## src/rtl/ee_pkg.sv

```systemverilog
// Shared types and constants for the serial EEPROM word reader.
// Assumes a three-bit read code: start bit then two opcode bits.
package ee_pkg;
    typedef enum logic [1:0] {
        ST_PROBE = 2'd0,
        ST_XFER  = 2'd1,
        ST_GAP   = 2'd2,
        ST_IDLE  = 2'd3
    } seq_state_t;

    localparam int         CODE_BITS = 3;
    localparam logic [2:0] READ_CODE = 3'b110;
endpackage

```

## src/rtl/ee_sk_timer.sv

```systemverilog
// Serial clock generator. While run_i is high it repeats one bit period:
// T_LOW cycles low, then T_HIGH cycles high. tick_o marks the last high
// cycle, the moment to sample the returned bit and advance the outgoing bit.
// Assumes T_HIGH and T_LOW are at least 1. Idles low when run_i is low.
module ee_sk_timer #(
    parameter int T_HIGH = 2,
    parameter int T_LOW  = 3
) (
    input  logic clk,
    input  logic rst_n,
    input  logic run_i,
    output logic sk_o,
    output logic tick_o
);
    localparam int TMAX = (T_HIGH > T_LOW) ? T_HIGH : T_LOW;
    localparam int CW   = $clog2(TMAX + 1);

    logic          hi_q;
    logic [CW-1:0] cnt_q;

    // Phase and dwell counter for the serial clock.
    always_ff @(posedge clk) begin
        if (!rst_n || !run_i) begin
            hi_q  <= 1'b0;
            cnt_q <= '0;
        end else if (!hi_q) begin
            if (cnt_q == CW'(T_LOW - 1)) begin
                hi_q  <= 1'b1;
                cnt_q <= '0;
            end else begin
                cnt_q <= cnt_q + 1'b1;
            end
        end else begin
            if (cnt_q == CW'(T_HIGH - 1)) begin
                hi_q  <= 1'b0;
                cnt_q <= '0;
            end else begin
                cnt_q <= cnt_q + 1'b1;
            end
        end
    end

    assign sk_o   = hi_q;
    assign tick_o = run_i && hi_q && (cnt_q == CW'(T_HIGH - 1));
endmodule

```

## src/rtl/ee_shift_unit.sv

```systemverilog
// Serial shifters. The output register is loaded with code and address
// and sends its MSB first; zeros follow once it is empty. The input
// register gathers returned bits MSB first into a word.
module ee_shift_unit #(
    parameter int OW = 11,
    parameter int IW = 16
) (
    input  logic          clk,
    input  logic          rst_n,
    input  logic          load_i,
    input  logic [OW-1:0] load_val_i,
    input  logic          shift_i,
    output logic          di_o,
    input  logic          cap_i,
    input  logic          do_i,
    output logic [IW-1:0] word_o
);
    logic [OW-1:0] osr_q;
    logic [IW-1:0] isr_q;

    // Outgoing bit register: load on a new access, advance at each bit end.
    always_ff @(posedge clk) begin
        if (!rst_n)       osr_q <= '0;
        else if (load_i)  osr_q <= load_val_i;
        else if (shift_i) osr_q <= {osr_q[OW-2:0], 1'b0};
    end

    // Incoming word register: take one returned bit per data period.
    always_ff @(posedge clk) begin
        if (!rst_n)     isr_q <= '0;
        else if (cap_i) isr_q <= {isr_q[IW-2:0], do_i};
    end

    assign di_o   = osr_q[OW-1];
    assign word_o = isr_q;
endmodule

```

## src/rtl/ee_size_judge.sv

```systemverilog
// Decides the probe outcome from the number of address bits sent so far
// and the returned bit. A zero at SMALL_AW or LARGE_AW gives that width.
// A zero at any other count, or no zero by LARGE_AW, is an error that
// falls back to SMALL_AW.
module ee_size_judge #(
    parameter int SMALL_AW = 6,
    parameter int LARGE_AW = 8,
    parameter int CNTW     = 5,
    parameter int WW       = 4
) (
    input  logic [CNTW-1:0] count_i,
    input  logic            do_i,
    output logic            stop_o,
    output logic [WW-1:0]   width_o,
    output logic            err_o
);
    // Combinational verdict for the current address bit count.
    always_comb begin
        stop_o  = !do_i || (count_i == CNTW'(LARGE_AW));
        width_o = WW'(SMALL_AW);
        err_o   = 1'b1;
        if (!do_i && count_i == CNTW'(SMALL_AW)) begin
            err_o = 1'b0;
        end else if (!do_i && count_i == CNTW'(LARGE_AW)) begin
            width_o = WW'(LARGE_AW);
            err_o   = 1'b0;
        end
    end
endmodule

```

## src/rtl/eeprom_word_reader.sv

```systemverilog
// Top of the serial EEPROM word reader. Runs a width probe after reset,
// then serves one word read per accepted request. Assumes the part drives
// its data line low once the last address bit has been taken, and
// presents each data bit after a rising serial clock edge.
module eeprom_word_reader
    import ee_pkg::*;
#(
    parameter int T_HIGH   = 2,
    parameter int T_LOW    = 3,
    parameter int SMALL_AW = 6,
    parameter int LARGE_AW = 8,
    parameter int DW       = 16
) (
    input  logic                              clk,
    input  logic                              rst_n,
    input  logic                              req_i,
    input  logic [LARGE_AW-1:0]               addr_i,
    output logic                              busy_o,
    output logic                              valid_o,
    output logic [DW-1:0]                     data_o,
    output logic [$clog2(LARGE_AW+1)-1:0]     addr_bits_o,
    output logic                              size_err_o,
    output logic                              ee_cs_o,
    output logic                              ee_sk_o,
    output logic                              ee_di_o,
    input  logic                              ee_do_i
);
    localparam int WW     = $clog2(LARGE_AW + 1);
    localparam int OW     = CODE_BITS + LARGE_AW;
    localparam int NB_MAX = CODE_BITS + LARGE_AW + DW;
    localparam int BW     = $clog2(NB_MAX + 1);
    localparam int GW     = $clog2(T_LOW + 1);

    seq_state_t        state_q;
    logic              probe_q;
    logic [WW-1:0]     aw_q;
    logic              err_q;
    logic              cs_q;
    logic              valid_q;
    logic [DW-1:0]     data_q;
    logic [BW-1:0]     bitn_q;
    logic [GW-1:0]     gap_q;

    logic              run, tick, sk;
    logic              load, cap, di;
    logic [OW-1:0]     load_val;
    logic [LARGE_AW-1:0] aligned;
    logic [DW-1:0]     word;
    logic [BW-1:0]     bitn_nx, addr_cnt, read_total, data_start;
    logic              j_stop, j_err;
    logic [WW-1:0]     j_width;

    assign run        = (state_q == ST_XFER);
    assign bitn_nx    = bitn_q + 1'b1;
    assign addr_cnt   = bitn_nx - BW'(CODE_BITS);
    assign data_start = BW'(CODE_BITS) + BW'(aw_q);
    assign read_total = data_start + BW'(DW);

    ee_sk_timer #(.T_HIGH(T_HIGH), .T_LOW(T_LOW)) u_timer (
        .clk(clk), .rst_n(rst_n), .run_i(run), .sk_o(sk), .tick_o(tick)
    );

    // Left-justify the request address in the width found by the probe.
    always_comb begin
        if (aw_q == WW'(LARGE_AW)) aligned = addr_i;
        else                       aligned = addr_i << (LARGE_AW - SMALL_AW);
        load_val = (state_q == ST_PROBE) ? {READ_CODE, {LARGE_AW{1'b0}}}
                                         : {READ_CODE, aligned};
    end

    assign load = (state_q == ST_PROBE) || (state_q == ST_IDLE && req_i);
    assign cap  = tick && !probe_q && (bitn_q >= data_start);

    ee_shift_unit #(.OW(OW), .IW(DW)) u_shift (
        .clk(clk), .rst_n(rst_n), .load_i(load), .load_val_i(load_val),
        .shift_i(tick), .di_o(di), .cap_i(cap), .do_i(ee_do_i), .word_o(word)
    );

    ee_size_judge #(.SMALL_AW(SMALL_AW), .LARGE_AW(LARGE_AW), .CNTW(BW), .WW(WW)) u_judge (
        .count_i(addr_cnt), .do_i(ee_do_i),
        .stop_o(j_stop), .width_o(j_width), .err_o(j_err)
    );

    // Access sequencer: probe, transfers, chip-select gap and result strobe.
    always_ff @(posedge clk) begin
        if (!rst_n) begin
            state_q <= ST_PROBE;
            probe_q <= 1'b1;
            aw_q    <= WW'(SMALL_AW);
            err_q   <= 1'b0;
            cs_q    <= 1'b0;
            valid_q <= 1'b0;
            data_q  <= '0;
            bitn_q  <= '0;
            gap_q   <= '0;
        end else begin
            valid_q <= 1'b0;
            case (state_q)
                ST_PROBE: begin
                    cs_q    <= 1'b1;
                    probe_q <= 1'b1;
                    bitn_q  <= '0;
                    state_q <= ST_XFER;
                end
                ST_IDLE: begin
                    if (req_i) begin
                        cs_q    <= 1'b1;
                        probe_q <= 1'b0;
                        bitn_q  <= '0;
                        state_q <= ST_XFER;
                    end
                end
                ST_XFER: begin
                    if (tick) begin
                        bitn_q <= bitn_nx;
                        if (probe_q && bitn_nx > BW'(CODE_BITS) && j_stop) begin
                            aw_q    <= j_width;
                            err_q   <= j_err;
                            cs_q    <= 1'b0;
                            gap_q   <= '0;
                            state_q <= ST_GAP;
                        end else if (!probe_q && bitn_nx == read_total) begin
                            cs_q    <= 1'b0;
                            gap_q   <= '0;
                            state_q <= ST_GAP;
                        end
                    end
                end
                default: begin
                    if (gap_q == GW'(T_LOW - 1)) begin
                        state_q <= ST_IDLE;
                        if (!probe_q) begin
                            valid_q <= 1'b1;
                            data_q  <= word;
                        end
                    end else begin
                        gap_q <= gap_q + 1'b1;
                    end
                end
            endcase
        end
    end

    assign busy_o      = (state_q != ST_IDLE);
    assign valid_o     = valid_q;
    assign data_o      = data_q;
    assign addr_bits_o = aw_q;
    assign size_err_o  = err_q;
    assign ee_cs_o     = cs_q;
    assign ee_sk_o     = sk;
    assign ee_di_o     = di;


    valid_pulse_chk: assert property (@(posedge clk) disable iff (!rst_n)
        valid_q |=> !valid_q);


    idle_quiet_chk: assert property (@(posedge clk) disable iff (!rst_n)
        !busy_o |-> (!cs_q && !sk));


    di_hold_chk: assert property (@(posedge clk) disable iff (!rst_n)
        (sk && $past(sk)) |-> $stable(di));


    cs_drop_chk: assert property (@(posedge clk) disable iff (!rst_n)
        $fell(cs_q) |-> !sk);


    err_width_chk: assert property (@(posedge clk) disable iff (!rst_n)
        err_q |-> (aw_q == WW'(SMALL_AW)));


    width_legal_chk: assert property (@(posedge clk) disable iff (!rst_n)
        !busy_o |-> (aw_q == WW'(SMALL_AW) || aw_q == WW'(LARGE_AW)));
endmodule

```

## config.mk

```make
export PLATFORM = sky130hd
export DESIGN_NAME = eeprom_word_reader
export DESIGN_NICKNAME = d
export VERILOG_FILES = /design/src/rtl/ee_pkg.sv /design/src/rtl/ee_sk_timer.sv /design/src/rtl/ee_shift_unit.sv /design/src/rtl/ee_size_judge.sv /design/src/rtl/eeprom_word_reader.sv
export SDC_FILE = /design/constraint.sdc
export NUM_CORES = 1
export LEC_CHECK = 0
export BUFFER_PORTS_ARGS = -buffer_cell sky130_fd_sc_hd__buf_2
export CAP_MARGIN = 20
export CORE_ASPECT_RATIO = 0.75
export CORE_MARGIN = 2
export CORE_UTILIZATION = 50
export DETAILED_ROUTE_END_ITERATION = 10
export PLACE_DENSITY = 0.67
export SYNTH_ARGS = -nofsm -noshare
export SYNTH_HDL_FRONTEND = slang
export SYNTH_SLANG_ARGS = --single-unit
export TNS_END_PERCENT = 100
```

## constraint.sdc

```tcl
create_clock -name clk -period 6.6 [get_ports clk]
set_clock_uncertainty 0.05 [all_clocks]
set_input_delay 1.32 -clock clk [delete_from_list [all_inputs] [get_ports clk]]
set_output_delay 1.32 -clock clk [all_outputs]
set_load 0.01 [all_outputs]
```

==> results of run 1 <==
per-layer routing:
| metal | track usage (%) | vias up |
|---|---|---|
| li1 | - | 1208 |
| met1 | 26.3 | 1029 |
| met2 | 28.0 | 59 |
| met3 | 7.77 | 6 |
| met4 | 4.41 | 0 |
| met5 | 0 | - |
metrics by stage:
step	setup slack, ps	hold slack (ps)	cell area, um^2	power (W)
floorplan	4190	391	3000	0.000612
global placement	3680	401	3190	0.000657
detailed placement	3580	407	3190	0.000659
CTS	3520	416	3380	0.000976
global route	3180	439	3380	0.00103
finish	3550	413	3380	0.000970
placed cells by master (no fill, tap or decap), drive strengths merged, types with 2 or more instances in the layout:
cell type | Yosys | layout
dfxtp | 61 | 61
nand2 | 57 | 57
buf | 5 | 36
nor2b | 24 | 24
mux2i | 21 | 21
a21boi | 21 | 21
o21ai | 19 | 19
a21oi | 16 | 16
ha | 16 | 16
clkbuf | 14 | 12
inv | 11 | 11
nor2 | 9 | 9
nand3 | 8 | 8
mux2 | 6 | 6
nor3 | 6 | 6
xnor2 | 6 | 6
and2 | 4 | 4
nand4 | 4 | 4
nand2b | 4 | 4
o21a | 3 | 3
clkinv | 0 | 3
xor2 | 2 | 2
nor4 | 2 | 2
nor3b | 2 | 2
flip-flops by register name (all words and copies together), names as in the netlist:
signal / cells
data_o: 16
u_shift.word_o: 16
u_shift.osr_q: 11
bitn_q: 5
addr_bits_o: 2
gap_q: 2
state_q: 2
u_timer.cnt_q: 2
ee_cs_o: 1
probe_q: 1
size_err_o: 1
u_timer.sk_o: 1
valid_o: 1
where the power goes:
group / internal [W] / switching, W
clock: 0.000174 / 0.000141
sequential: 0.000405 / 0.0000256
combinational: 0.0000936 / 0.000131
critical path: stages, from the launching register on:
cell,delay [ps]
dfxtp_1,410
ha_1,510
nand4b_1,670
or3_1,930
nor2_1,210
a21oi_1,60
nor2b_1,130
worst paths after layout:
| path | from | end | slack [ps] |
|---|---|---|---|
| worst min register to register | data_o[3]$_SDFFE_PN0P_ | data_o[3]$_SDFFE_PN0P_ | 410 |
| worst min-delay path | data_o[3]$_SDFFE_PN0P_ | data_o[3]$_SDFFE_PN0P_ | 410 |
| worst max-delay path | state_q[0]$_SDFFE_PN0P_ | u_shift.word_o[0]$_SDFFE_PN0P_ | 3550 |
| worst max register to register | state_q[0]$_SDFFE_PN0P_ | u_shift.word_o[0]$_SDFFE_PN0P_ | 3550 |
final cells by class:
type | count | area, um^2
Inverter | 11 | 41.3
Timing Repair Buffer | 36 | 180
Sequential cell | 61 | 1220
Tap cell | 78 | 97.6
Fill cell | 547 | 2420
Multi-Input combinational cell | 248 | 1650
Clock inverter | 4 | 48.8
Clock buffer | 12 | 135
cells by family (layout without fill, tap and decap cells):
family / after synthesis / count (layout) / share of synthesized area (%)
flops: 61 / 61 / 40.7
other cells: 1 / 1 / 0.125
xor+xnor: 9 / 9 / 3.09
fa+ha+maj: 16 / 16 / 6.67
compound gates: 70 / 70 / 15.5
simple gates: 125 / 125 / 20.4
mux: 27 / 27 / 9.26
buf+inv: 30 / 63 / 4.21
==> impl_results.md, run 1 <==
- Status: finished, final reports clean
- First-pass GRT wire length: 9820 um
- Grt ovf: 0
- Vias in the first global route: 2102
- #FFs+latches synth: 61
- Reg2Reg Depth: 6
- Cts bufs inserted: 9
- Vias per cell: 5.12
- Routed length per instance: 12.8 um
- DR WL met2: 2420 um
- Pin count of the biggest net entering global routing: 62
- Number of synthesis warnings: 0
- Post-synth ARST share: 0%
- Clock latency on the worst-skew pair: 330 ps
- Syn Inst Count: 339
- WS Path Type: reg2reg
- CP Capture Type: register
- Buffers on Ports: 36
- Post-CTS sizing: 0
- Top FF cell, synth: dfxtp_1
- Initial DRC Count: 138
- Lkg Pwr: 1.46 nW
- Max_cap viols: 0
- Initial Utilization: 51.7%
- Final ANT Viol Nets: 0
- Placer Congestion: 0.813
- H-tree Lvls: 3
- Post-Syn Area: 3000 um^2
- Fin cells: 450
- Hold depth: 2
- Initial antenna violation count: 0
- CP max FO: 17
- Yosys cell types: 43
- IO Pins: 38
- Tcrit/Tclk final: 46.2%
- Clk buf depth: 2
- P per Cell Area: 287 nW/um^2
- Actual slew at the worst max-slew pin: 884 ps
- Routed WL: 5740 um
- Number of synthesized flops with an enable pin: 0
- Final setup fails: 0
- Worst hold path type: reg2reg
- Synth area leaders: dfxtp_1 (41%), nand2_1 (7.1%), mux2i_1 (7.0%)
- Clock slew at the register clock pins of the worst setup and hold paths: 70 ps
- RSZ-0062 raised after global routing: no
- Nets: 395
- Met1 wire length: 2950 um
- Top cell type's share of synthesized area: 40.7%
- Residual DRC count: 0
- Critical Path Source Type: register
- Fin crit period: 3050 ps
- Setup TNS: 0 ps
- Share of post-route cells with drive strength above 1: 16.7%
- Final hold vios: 0
- Top Metal Used: met4
- CORE AREA: 5800 um^2
- Max-slew violations: 0
- GRT Total Usage: 19.0%
- Top-count cell post-synth: dfxtp_1
- CP arrival: 3270 ps
- TritonCTS Sinks: 61
- CP required: 6820 ps
- Die H: 71.1 um
- Commonest cells post-synth: dfxtp_1 (61), nand2_1 (57), nor2b_1 (24), a21boi_0 (21), mux2i_1 (21)
- # diodes: 0
- Drt pass-1 iters: 5
- Fin util: 58.2%
- Post-CTS Setup Bufs: 0
- Die W: 93.4 um
- Dominant cell type by area after synthesis: dfxtp_1
- Routed length on met3: 312 um
- Placed insts: 434
- Syn avg cell area: 8.85 um^2
- Vias: 2302
- Register area share after synthesis: 40.7%
- Fmax: 328 MHz
- Clk root buf: clkbuf_8
- Num rows: 24
- Post-CTS Hold Fix Bufs: 0
- Dpl hpwl: 3950 um
- Mapped Nets: 367
- Die area: 6640 um^2
- Layout Area Growth over Synthesis: 12.6%
- Relative slew slack: 41.0%
- Peak supply drop: 109 uV
- CTS tree: done
Note: power is estimated with default switching activity, not from simulation.
==> run 2, diff against run 1 <==
Settings changed: ABC_AREA set to 1, PLACE_DENSITY 0.67 to 0.7.
Clock period 6.6 ns to 2.5 ns, I/O delays scaled along.
==> impl_results.md, run 2 <==
- FF-to-FF End: u_shift.word_o[0]$_SDFFE_PN0P_
- CP arrival: 2390 ps (-880 ps)
- Dominant cell type by area after synthesis: dfxtp_1
- Placed insts: 486 (+12%)
- Drt pass-1 iters: 4 (-1)
- Buffers on Ports: 36 (unchanged)
- Combinational power share: 35.9% (+13 points)
- Total power: 0.00332 W (+240%)
- Tcrit/Tclk final: 86.9% (+41 points)
- Die W: 92.3 um (-1.2%)
- Reg2reg setup slack: 330 ps (-3220 ps)
- Cts bufs inserted: 9 (unchanged)
- Pin count of the biggest net entering global routing: 33 (-47%)
- Final WS setup: 328 ps (-3220 ps)
- Top cell type's share of synthesized area: 41.7% (+1.0 points)
- Max-slew violations: 0 (unchanged)
- Vias: 2479 (+7.7%)
- Nets: 447 (+13%)
- Grt ovf: 0 (unchanged)
- Max_cap viols: 0 (unchanged)
- Number of synthesized flops with an enable pin: 0 (unchanged)
- Post-Syn Area: 2930 um^2 (-2.5%)
- Number of synthesis warnings: 0 (unchanged)
- Lkg Pwr: 1.46 nW (about the same)
- Final ANT Viol Nets: 0 (unchanged)
- Residual DRC count: 0 (unchanged)
- Peak supply drop: 475 uV (+340%)
- TritonCTS Sinks: 61 (unchanged)
- RSZ-0062 raised after global routing: no
- Final setup fails: 0 (unchanged)
- Die H: 70.2 um (-1.2%)
- Top FF cell, synth: dfxtp_1
- Dpl ws: 337 ps (-3240 ps)
- Commonest cells post-synth: dfxtp_1 (61), nor2_1 (56), inv_1 (46), nand2_1 (43), o21ai_0 (42)
- CP required: 2720 ps (-4100 ps)
- Actual slew at the worst max-slew pin: 532 ps (-353 ps)
- Mapped Nets: 410 (+12%)
- Worst hold path type: in2reg
- Sw Ratio: 37.5% (+6.9 points)
- Share of post-route cells with drive strength above 1: 20.3% (+3.6 points)
- Status: finished, final reports clean
- Fmax: 460 MHz (+40%)
- Placer Congestion: 0.895 (+10%)
- WS Path Type: reg2reg
- Worst reg2reg startpoint: addr_bits_o[2]$_SDFFE_PN1P_
- Initial Utilization: 51.0% (-0.75 points)
- CP Capture Type: register
- Post-synth ARST share: 0% (unchanged)
- Relative slew slack: 64.4% (+23 points)
- CP max FO: 17 (unchanged)
- Synth area leaders: dfxtp_1 (42%), nor2_1 (7.2%), o21ai_0 (7.2%)
- Hold depth: 2 (unchanged)
- Layout Area Growth over Synthesis: 15.4%
- Clk root buf: clkbuf_8
- Placement Cell Area: 3170 um^2 (-0.82%)
- Pint: 0.00208 W (+210%)
- Fin cells: 502 (+12%)
- Fin crit period: 2170 ps (-876 ps)
- Final hold vios: 0 (unchanged)
- # diodes: 0 (unchanged)
- Critical Path Source Type: register
- Yosys cell types: 33 (-23%)
- Initial DRC Count: 149 (+8.0%)
- Register area share after synthesis: 41.7% (+1.0 points)
- Routed length per instance: 12.0 um (-6.1%)
- Post-route cell area: 3380 um^2 (about the same)
- Switching Power: 0.00125 W (+320%)
- Reg2Reg Depth: 9 (+3)
- Syn avg cell area: 7.66 um^2 (-13%)
- Syn Inst Count: 382 (+13%)
- Num rows: 24 (unchanged)
- CTS tree: done
- Routed WL: 6010 um (+4.7%)
- Commonest non-fill, non-tap cell in the layout: dfxtp_1
- HP Start: rst_n
- Initial antenna violation count: 0 (unchanged)
- P per Cell Area: 984 nW/um^2 (+240%)
- Post-CTS Setup Bufs: 0 (unchanged)
- Clk buf depth: 2 (unchanged)
- Setup TNS: 0 ps (unchanged)
- Post-CTS Hold Fix Bufs: 0 (unchanged)
- IO Pins: 38 (unchanged)
- Vias in the first global route: 2156 (+2.6%)
- Post-CTS sizing: 0 (unchanged)
- #FFs+latches synth: 61 (unchanged)
- First-pass GRT wire length: 10000 um (+2.0%)
- Clock slew at the register clock pins of the worst setup and hold paths: 70 ps (about the same)
- H-tree Lvls: 3 (unchanged)
- Clock power share: 27.6% (-4.9 points)
- Die area: 6480 um^2 (-2.3%)
- Hold endpoint: addr_bits_o[2]$_SDFFE_PN1P_
- Commonest non-fill, non-tap cells in the layout: dfxtp_1 (61), nor2_1 (56), inv_1 (46), nand2_1 (43), o21ai_0 (42)
- Top-count cell post-synth: dfxtp_1
- Vias per cell: 4.94 (-3.5%)
- Dpl hpwl: 4280 um (+8.2%)
- GRT Total Usage: 19.6% (+0.53 points)
- Clock latency on the worst-skew pair: 330 ps (about the same)
- CORE AREA: 5740 um^2 (-1.0%)
- Reg power frac: 36.5% (-7.9 points)
==> run 2: logic make-up after synthesis <==
group	count (synthesis)	synth area share, %
DFF	61	41.7
AOI/OAI and AO/OA	92	17.5
xor gates and xnor gates	1	0.299
and+or+nand+nor	139	22.0
other	1	0.128
adders and majority gates	16	6.84
buffers and inverters	66	9.20
muxes	6	2.31
==> run 2: routing by layer <==
layer	track usage [%]	share of wire, %	vias to the layer above	routed length (um)
met4	6.97	1.3	0	76
met3	5.61	5.7	9	341
met5	0	0	-	0
met1	28.6	53	1078	3160
met2	27.4	41	63	2440
li1	-	-	1329	-
==> run 2: power groups by stage <==
stage | sequential [W] | clock [W] | combinational (W)
after floorplan | 0.00121 | 0 | 0.000939
after global placement | 0.00123 | 0 | 0.00116
after detailed placement | 0.00123 | 0 | 0.00117
after CTS | 0.00121 | 0.000936 | 0.00118
after global routing | 0.00123 | 0.000983 | 0.00136
final | 0.00121 | 0.000918 | 0.00119
==> run 2: worst max path at each step <==
stage | from | endpoint | slack (ps) | depth (start not counted)
after floorplan | addr_bits_o[2]$_SDFFE_PN1P_ | u_shift.word_o[1]$_SDFFE_PN0P_ | 430 | 9
after global placement | addr_bits_o[2]$_SDFFE_PN1P_ | u_shift.word_o[0]$_SDFFE_PN0P_ | 420 | 9
after detailed placement | addr_bits_o[2]$_SDFFE_PN1P_ | u_shift.word_o[0]$_SDFFE_PN0P_ | 340 | 9
after CTS | addr_bits_o[2]$_SDFFE_PN1P_ | u_shift.word_o[0]$_SDFFE_PN0P_ | 330 | 9
after global routing | addr_bits_o[2]$_SDFFE_PN1P_ | u_shift.word_o[0]$_SDFFE_PN0P_ | 120 | 9
final | addr_bits_o[2]$_SDFFE_PN1P_ | u_shift.word_o[0]$_SDFFE_PN0P_ | 330 | 9
==> run 2: worst max-delay path, cell delays in order (launching register included) <==
cell      delay (ps)
dfxtp_1          440
inv_1            100
ha_1             330
ha_1             310
nand4_1           90
o211ai_1         200
nand3_2          110
inv_2            240
o21ai_0          120
a21oi_1          120
==> run 2: area by class of cell <==
type / count / area (um^2)
flip-flops and latches: 61 / 1220
fillers: 559 / 2360
inverters: 51 / 194
clock inverters: 3 / 42.5
clock buffers: 13 / 169
repair buffers: 41 / 218
multi-input cells: 255 / 1440
well taps: 78 / 97.6
==> run 2: stage by stage <==
step	utilization [%]	hold WS (ps)
after floorplan	-	350
after CTS	58.9	354
after global routing	58.9	357
after global placement	55.2	367
after detailed placement	55.2	364
final	58.9	362
